**config.mk**
```make
export PLATFORM = sky130hd
export DESIGN_NAME = spi_xfer_master
export DESIGN_NICKNAME = d
export VERILOG_FILES = /design/src/rtl/spi_xfer_pkg.sv /design/src/rtl/spi_tick_gen.sv /design/src/rtl/spi_bit_flip.sv /design/src/rtl/spi_shift_reg.sv /design/src/rtl/spi_xfer_master.sv
export SDC_FILE = /design/constraint.sdc
export NUM_CORES = 1
export LEC_CHECK = 0
export BUFFER_PORTS_ARGS = -buffer_cell sky130_fd_sc_hd__buf_4
export CAP_MARGIN = 20
export CORE_MARGIN = 3
export CORE_UTILIZATION = 56
export DETAILED_ROUTE_END_ITERATION = 12
export PLACE_DENSITY_LB_ADDON = 0.15
export SETUP_SLACK_MARGIN = 0.5
export SLEW_MARGIN = 10
export SYNTH_ARGS = -nofsm -noshare
export SYNTH_HDL_FRONTEND = slang
export SYNTH_HIERARCHICAL = 1
export SYNTH_SLANG_ARGS = --single-unit
```
**constraint.sdc**
```tcl
create_clock -name clk -period 2.92 [get_ports clk]
set_clock_uncertainty 0.15 [all_clocks]
set_input_delay 0.584 -clock clk [delete_from_list [all_inputs] [get_ports clk]]
set_output_delay 0.584 -clock clk [all_outputs]
set_load 0.02 [all_outputs]
```
**src/rtl/spi_xfer_pkg.sv**
```systemverilog
package spi_xfer_pkg;
  typedef enum logic [1:0] {
    ST_IDLE  = 2'd0,
    ST_LEAD  = 2'd1,
    ST_SHIFT = 2'd2,
    ST_TAIL  = 2'd3
  } xfer_state_t;
endpackage

```
**src/rtl/spi_tick_gen.sv**
```systemverilog
module spi_tick_gen #(
  parameter int HALF_DIV = 2
) (
  input  logic clk,
  input  logic rst,
  input  logic en,
  output logic tick
);
  localparam int CNT_W = (HALF_DIV > 1) ? $clog2(HALF_DIV) : 1;
  localparam logic [CNT_W-1:0] CNT_LAST = CNT_W'(HALF_DIV - 1);

  logic [CNT_W-1:0] cnt;

  assign tick = en && (cnt == CNT_LAST);

  always_ff @(posedge clk) begin
    if (rst || !en || tick) cnt <= '0;
    else                    cnt <= cnt + 1'b1;
  end
endmodule

```
**src/rtl/spi_bit_flip.sv**
```systemverilog
module spi_bit_flip #(
  parameter int W = 8
) (
  input  logic [W-1:0] din,
  output logic [W-1:0] dout
);
  for (genvar i = 0; i < W; i++) begin : g_flip
    assign dout[i] = din[W-1-i];
  end
endmodule

```
**src/rtl/spi_shift_reg.sv**
```systemverilog
module spi_shift_reg #(
  parameter int W = 8
) (
  input  logic         clk,
  input  logic         rst,
  input  logic         load,
  input  logic [W-1:0] load_val,
  input  logic         shift_en,
  input  logic         in_bit,
  output logic [W-1:0] q
);
  always_ff @(posedge clk) begin
    if (rst)           q <= '0;
    else if (load)     q <= load_val;
    else if (shift_en) q <= {q[W-2:0], in_bit};
  end
endmodule

```
**src/rtl/spi_xfer_master.sv**
```systemverilog
module spi_xfer_master
  import spi_xfer_pkg::*;
#(
  parameter int WORD_W   = 8,
  parameter int HALF_DIV = 2,
  parameter int LEAD_W   = 6
) (
  input  logic              clk,
  input  logic              rst,
  input  logic              start,
  input  logic [WORD_W-1:0] tx_word,
  input  logic              cpol,
  input  logic              cpha,
  input  logic              lsb_first,
  input  logic [LEAD_W-1:0] lead_cycles,
  input  logic              miso,
  output logic              busy,
  output logic              done,
  output logic [WORD_W-1:0] rx_word,
  output logic              sclk,
  output logic              cs_n,
  output logic              mosi
);
  localparam int EDGE_W = $clog2(2 * WORD_W);
  localparam logic [EDGE_W-1:0] LAST_EDGE = EDGE_W'(2 * WORD_W - 1);

  xfer_state_t       state;
  logic              cpol_q, cpha_q, lsb_q;
  logic [LEAD_W-1:0] lead_cnt;
  logic [EDGE_W-1:0] edge_cnt;
  logic              rx_hold;
  logic              tick;
  logic              accept;
  logic              trailing;
  logic [WORD_W-1:0] tx_flip, sr, sr_flip, tx_ordered;

  assign accept     = start && (state == ST_IDLE);
  assign trailing   = edge_cnt[0];
  assign tx_ordered = lsb_first ? tx_flip : tx_word;

  spi_tick_gen #(.HALF_DIV(HALF_DIV)) i_tick (
    .clk  (clk),
    .rst  (rst),
    .en   ((state == ST_SHIFT) || (state == ST_TAIL)),
    .tick (tick)
  );

  spi_bit_flip #(.W(WORD_W)) i_flip_tx (.din(tx_word), .dout(tx_flip));
  spi_bit_flip #(.W(WORD_W)) i_flip_rx (.din(sr),      .dout(sr_flip));

  spi_shift_reg #(.W(WORD_W)) i_sr (
    .clk      (clk),
    .rst      (rst),
    .load     (accept),
    .load_val (tx_ordered),
    .shift_en (tick && (state == ST_SHIFT) && trailing),
    .in_bit   (cpha_q ? miso : rx_hold),
    .q        (sr)
  );

  always_ff @(posedge clk) begin
    if (rst) begin
      state    <= ST_IDLE;
      cs_n     <= 1'b1;
      sclk     <= cpol;
      mosi     <= 1'b0;
      busy     <= 1'b0;
      done     <= 1'b0;
      rx_word  <= '0;
      lead_cnt <= '0;
      edge_cnt <= '0;
      rx_hold  <= 1'b0;
      cpol_q   <= 1'b0;
      cpha_q   <= 1'b0;
      lsb_q    <= 1'b0;
    end else begin
      done <= 1'b0;
      unique case (state)
        ST_IDLE: begin
          sclk <= cpol;
          if (start) begin
            cpol_q   <= cpol;
            cpha_q   <= cpha;
            lsb_q    <= lsb_first;
            cs_n     <= 1'b0;
            busy     <= 1'b1;
            edge_cnt <= '0;
            mosi     <= tx_ordered[WORD_W-1];
            if (lead_cycles == '0) begin
              state <= ST_SHIFT;
            end else begin
              lead_cnt <= lead_cycles - 1'b1;
              state    <= ST_LEAD;
            end
          end
        end
        ST_LEAD: begin
          if (lead_cnt == '0) state <= ST_SHIFT;
          else                lead_cnt <= lead_cnt - 1'b1;
        end
        ST_SHIFT: begin
          if (tick) begin
            sclk     <= ~sclk;
            edge_cnt <= edge_cnt + 1'b1;
            if (!trailing) begin
              if (cpha_q) mosi    <= sr[WORD_W-1];
              else        rx_hold <= miso;
            end else begin
              if (!cpha_q) mosi <= sr[WORD_W-2];
              if (edge_cnt == LAST_EDGE) state <= ST_TAIL;
            end
          end
        end
        ST_TAIL: begin
          if (tick) begin
            cs_n    <= 1'b1;
            busy    <= 1'b0;
            done    <= 1'b1;
            rx_word <= lsb_q ? sr_flip : sr;
            state   <= ST_IDLE;
          end
        end
        default: state <= ST_IDLE;
      endcase
    end
  end
endmodule

```
Word-level counts from Yosys, hierarchy flattened
Index checks and enable logic that the tools add are counted.

Register bits: 37. Bits of input ports: 21. Output and inout bits: 13.

Add/subtract/negate cells: 4. Eq/ne operators: 15. Mux-type cells: 36. Bitwise operators: 4. Reduce and logical (&&, ||, !) cells: 26.

Operators with widths (number): two-way mux 8 bit (4); two-way mux 6 bit (3); two-way mux 2 bit (7); two-way mux 1 bit (13); logical NOT 6 bit (2); case mux 6 bit (2 select lines) (1); subtractor 6 x 1 -> 6 bit, second input constant (2); inequality test 2 bit, second input constant (5); two-way mux 4 bit (2); case mux 1 bit (2 select lines) (4); case mux 2 bit (4 select lines) (1); case mux 4 bit (2 select lines) (1); AND reduction 4 bit (2); nonzero test 2 bit (4); inequality test 2 x 1 -> 1 bit, second input constant (3); inequality test 3 bit, second input constant (2); AND reduction 2 bit (3); AND reduction 3 bit (2); AND reduction 6 bit (1); AND reduction 5 bit (1); adder 4 x 1 -> 4 bit, second input constant (1); == test 2 bit, second input constant (2); == test 4 bit, second input constant (1); logical AND 1 bit (4); other kinds (9) (14).

Depth between registers and ports, before layout
Depth after elaboration: 7. Gate-level depth with buffers: 10.

Cells and area by module
The synthesis kept the hierarchy.

Modules (own cells, without submodules): spi_xfer_master (instances 1, cells each 192, area an instance 1684.1 um2); spi_shift_reg (instances 1, cells each 35, area an instance 369.1 um2); spi_bit_flip (instances 2, cells each 8, area an instance 60.1 um2); spi_tick_gen (instances 1, cells each 3, area an instance 40.0 um2).

Least setup slack after synthesis
Ideal clock, no wire load.

Path kind: flip-flop to flip-flop. Start: register state[0]. End: register rx_word[3]. Arrival: 2.035 ns. Setup slack: 0.650 ns. Stages on the path, launching flop included: 11. Buffers on the path: 3. Period minus slack after synthesis: 2.270 ns. Cell sequence: dfxtp_1 inv_1 ha_1 clkbuf_1 or2_2 and2_2 and2_1 clkbuf_1 clkbuf_1 nor2_1 a211oi_1.

Cells in the longest elaborated chain, start to end: 4. Elaborated cells on any way between the ends: 5.

Ends and longest elaborated chain: from (decl) (line spi_xfer_master.sv:27) `xfer_state_t state;`; from (signal assigned) (line spi_xfer_master.sv:63) `state <= ST_IDLE;`; from (signal assigned) (line spi_xfer_master.sv:90) `state <= ST_SHIFT;`; from (signal assigned) (line spi_xfer_master.sv:93) `state <= ST_LEAD;`; == test 2 bit (line spi_xfer_master.sv:44) `.en ((state == ST_SHIFT) || (state == ST_TAIL)),`; logical OR 1 bit * (line spi_xfer_master.sv:44); logical AND 1 bit * (line spi_tick_gen.sv:14) `assign tick = en && (cnt == CNT_LAST);`; named net tick (line spi_xfer_master.sv:32) `logic tick;`; AND reduction 2 bit (no line) *; to (signal assigned) (line spi_xfer_master.sv:119) `rx_word <= lsb_q ? sr_flip : sr;`; to (decl) (line spi_xfer_master.sv:19) `output logic [WORD_W-1:0] rx_word,`.

The timed path passes the listed nets; every way through them passes the cells marked *. A chain may end at the register's enable or synchronous reset.

Worst setup path after layout
Start: register state[1]. End: register lead_cnt[4].

Cells in the longest elaborated chain, start to end: 3. Elaborated cells on any way between the ends: 8.

Ends and longest elaborated chain: == test 2 x 1 -> 1 bit / logical NOT 2 bit (equally long branches) (line spi_xfer_master.sv:78) `unique case (state)`; inequality test 2 bit (no line) / nonzero test 2 bit (equally long branches); AND reduction 4 bit (no line); to (signal assigned) (line spi_xfer_master.sv:92) `lead_cnt <= lead_cycles - 1'b1;`; to (signal assigned) (line spi_xfer_master.sv:99) `else lead_cnt <= lead_cnt - 1'b1;`; to (decl) (line spi_xfer_master.sv:29) `logic [LEAD_W-1:0] lead_cnt;`.

Several ways; a longest one is shown, not always the timed one.

==> reports/summary.txt <==
Status: finished, final reports clean
Syn Inst Count: 246
Vias in the first global route: 1478
#FFs+latches synth: 37
First-pass GRT wire length: 6870 um
Max-Cap Viols: 0
Max H-tree Level: 2
Initial core utilization: 59.1%
Sequential-to-total area share from yosys stat: 33.9%
CP peak stage delay: 0.48 ns
R2r startpoint: state[1]
LEAKAGE: 0.883 nW
Sum of negative setup slack: 0 ns
Worst Hold Path EP: i_tick/cnt
Final period utilization: 77.4%
Area Growth Syn to Fin: 10.7%
CTS clk-pin slew, worst paths: 0.08 ns
DP HPWL: 3050 um
Start point of the worst hold path: i_tick/cnt
CTS Sinks: 37
Slowest CP cell: or4_1
Crit path max-delay family: adder cells
EDFF count, synth: 1
Worst Max-Slew Pin Slew: 0.572 ns
Buffers added on ports: 33
Post-Synthesis Cell Area: 2210 um2
Final setup vio count: 0
Most frequent cells in the layout: dfxtp_1, buf_4, mux2i_1
Post-Syn Area per Cell: 9.00 um2
Most common cell after layout, fill and taps aside: dfxtp_1
Max clock buf depth: 2
Reg2reg end: lead_cnt[4]
Kind of critical path: reg -> reg
Gr ovfl total: 0
VDD IR max: 0.390 mV
Layout cell share with drive strength beyond 1: 25.4%
Fin. Hold Viols: 0
Fmax: 0.442 GHz
Largest area contributor in the netlist: dfxtp_1
Crit path cell chain: inv_1 -> ha_2 -> mux2i_1 -> ha_1 -> o21ai_0 -> or4_1 -> a21oi_1
Avg WL per Cell: 14.4 um
Root Buffer: clkbuf_8
Diode count: 0
Core Area: 3740 um2
Hold path depth: 1
Clk Latency, worst-skew pair: 0.29 ns
Largest net degree at the start of global routing: 41
CP max FO: 14
Pwr/cell area: 813 nW/um2
DR iter-0 viols: 233
Share of the synthesized area in the top cell type: 32.6%
# fillers: 328
CP Launch Type: flip-flop
Via Count: 1755
Global placer's final weighted congestion: 0.899
Initial DRT Pass Iterations: 4
CP required: 2.98 ns
Dpl cell area: 2340 um2
Synth Net Count: 273
Inserted Clock Buffers: 5
Final instance area: 2450 um2
Routed WL: 4360 um
Die ar.: 4740 um2
Final Critical Period: 2.26 ns
CP arrival: 2.32 ns
Slew Limit Fails: 0
Synth async-reset ratio: 0%
CTS tree: built
Yosys warns: 6
Initial antenna violation count: 0
All-Layer GR Usage: 19.3%
Routed Antenna Nets: 0
Crit path buf inv count: 1
Die H: 68.9 um
Via density: 5.77
DIE WIDTH: 68.9 um
RSZ-0062 raised after global routing: true
Worst slew margin: 61.7%
Synth area leaders: dfxtp_1, mux2i_1, a211oi_1, mux2_2, buf_4
# rows: 22
Reg2reg setup slack: 0.66 ns
Final #Nets: 283
Drc violations: 0
Most used DFF post-synth: dfxtp_1
Critical path endpoint category: flip-flop
IO Pins: 34
Reg2Reg Depth: 7
Count of cell types in the netlist: 51
Hold Crit Class: reg -> reg
-- report_power, final --
group / internal, W / leakage (nW) / switching [W]
Sequential: 0.000608 / 0.305 / 0.000102
Clock: 0.000187 / 0.0433 / 0.000180
Combinational: 0.000404 / 0.535 / 0.000511
Total: 0.00120 / 0.883 / 0.000793
-- layer usage --
layer | wire, um | track usage (%)
met4 | 44 | 6.08
met3 | 258 | 5.19
met2 | 1790 | 28.1
met5 | 0 | 0
met1 | 2270 | 27.5
-- timing repair --
item,CTS,global route
endpoints found under the hold margin,0,0
buffers inserted,0,0
hold buffers,0,0
cloned,0,0
resized for setup,2,3
setup endpoints to repair,3,6
-- cell type report --
cell class | instances | area (um2) | area share (%)
Clock inverter | 1 | 7.51 | 0.306
Sequential cell | 37 | 751 | 30.6
Inverter | 9 | 33.8 | 1.38
Clock buffer | 6 | 82.6 | 3.37
Tap cell | 48 | 60.1 | 2.45
Multi-Input combinational cell | 169 | 1260 | 51.5
Timing Repair Buffer | 34 | 255 | 10.4
-- worst register-to-register path: cells and delay by family (launching register included) --
kind | cells | cell delay (ns)
buf+inv | 1 | 0.10
compound gates | 2 | 0.25
fa+ha+maj | 2 | 0.56
flops | 1 | 0.37
simple gates | 1 | 0.48
mux | 1 | 0.28
-- stage by stage --
step	setup slack, ns	cells	total power (W)	hold WS, ns	utilization, %
6_report	0.659	304	0.00199	0.280	65.5
4_1_cts	0.583	304	0.00196	0.282	65.0
3_5_place_dp	0.495	297	0.00159	0.272	62.5
5_1_grt	0.474	304	0.00213	0.324	65.5
3_3_place_gp	0.553	297	0.00158	0.262	62.5
2_1_floorplan	0.650	246	0.00144	0.250	-
-- logic make-up after synthesis --
group | Yosys count | share of synthesized area, %
buf+inv | 40 | 10.0
compound gates | 64 | 20.0
mux | 33 | 15.5
flops | 37 | 33.9
fa+ha+maj | 6 | 3.39
xor+xnor | 3 | 1.19
simple gates | 63 | 15.9
-- synth_stat cells, types with 2 or more instances --
master / count
a211oi_1: 18
a21oi_1: 14
a311oi_1: 4
a31oi_1: 4
buf_1: 3
buf_2: 3
buf_4: 16
clkbuf_1: 8
dfxtp_1: 36
ha_1: 6
inv_1: 6
inv_2: 3
mux2_2: 11
mux2i_1: 22
nand2_1: 10
nand2b_1: 4
nand3_1: 4
nand4_1: 2
nor2_1: 13
nor2b_1: 11
nor3_1: 2
nor3b_1: 2
o21ai_0: 6
o21ai_1: 3
o21bai_1: 2
o31a_1: 2
or3_1: 4
or4_1: 2
xnor2_1: 3
-- flip-flops by register name, summed over array words and instances, names as in the netlist --
signal	count
mosi	1
edge_cnt	4
cs_n	1
i_sr/q	8
busy	1
done	1
i_tick/cnt	1
sclk	1
cpha_q	1
rx_word	8
state	2
rx_hold	1
lead_cnt	6
lsb_q	1
-- how the worst max path moves through the flow --
stage | endpoint | slack (ns) | cells past startpoint | from
final | lead_cnt[4] | 0.66 | 7 | state[1]
after global routing | lead_cnt[4] | 0.47 | 7 | state[1]
after CTS | lead_cnt[4] | 0.58 | 7 | state[1]
after detailed placement | mosi | 0.49 | 8 | state[0]
after global placement | mosi | 0.55 | 8 | state[0]
after floorplan | rx_word[3] | 0.65 | 10 | state[0]
Power figures use the tool's default switching activity.
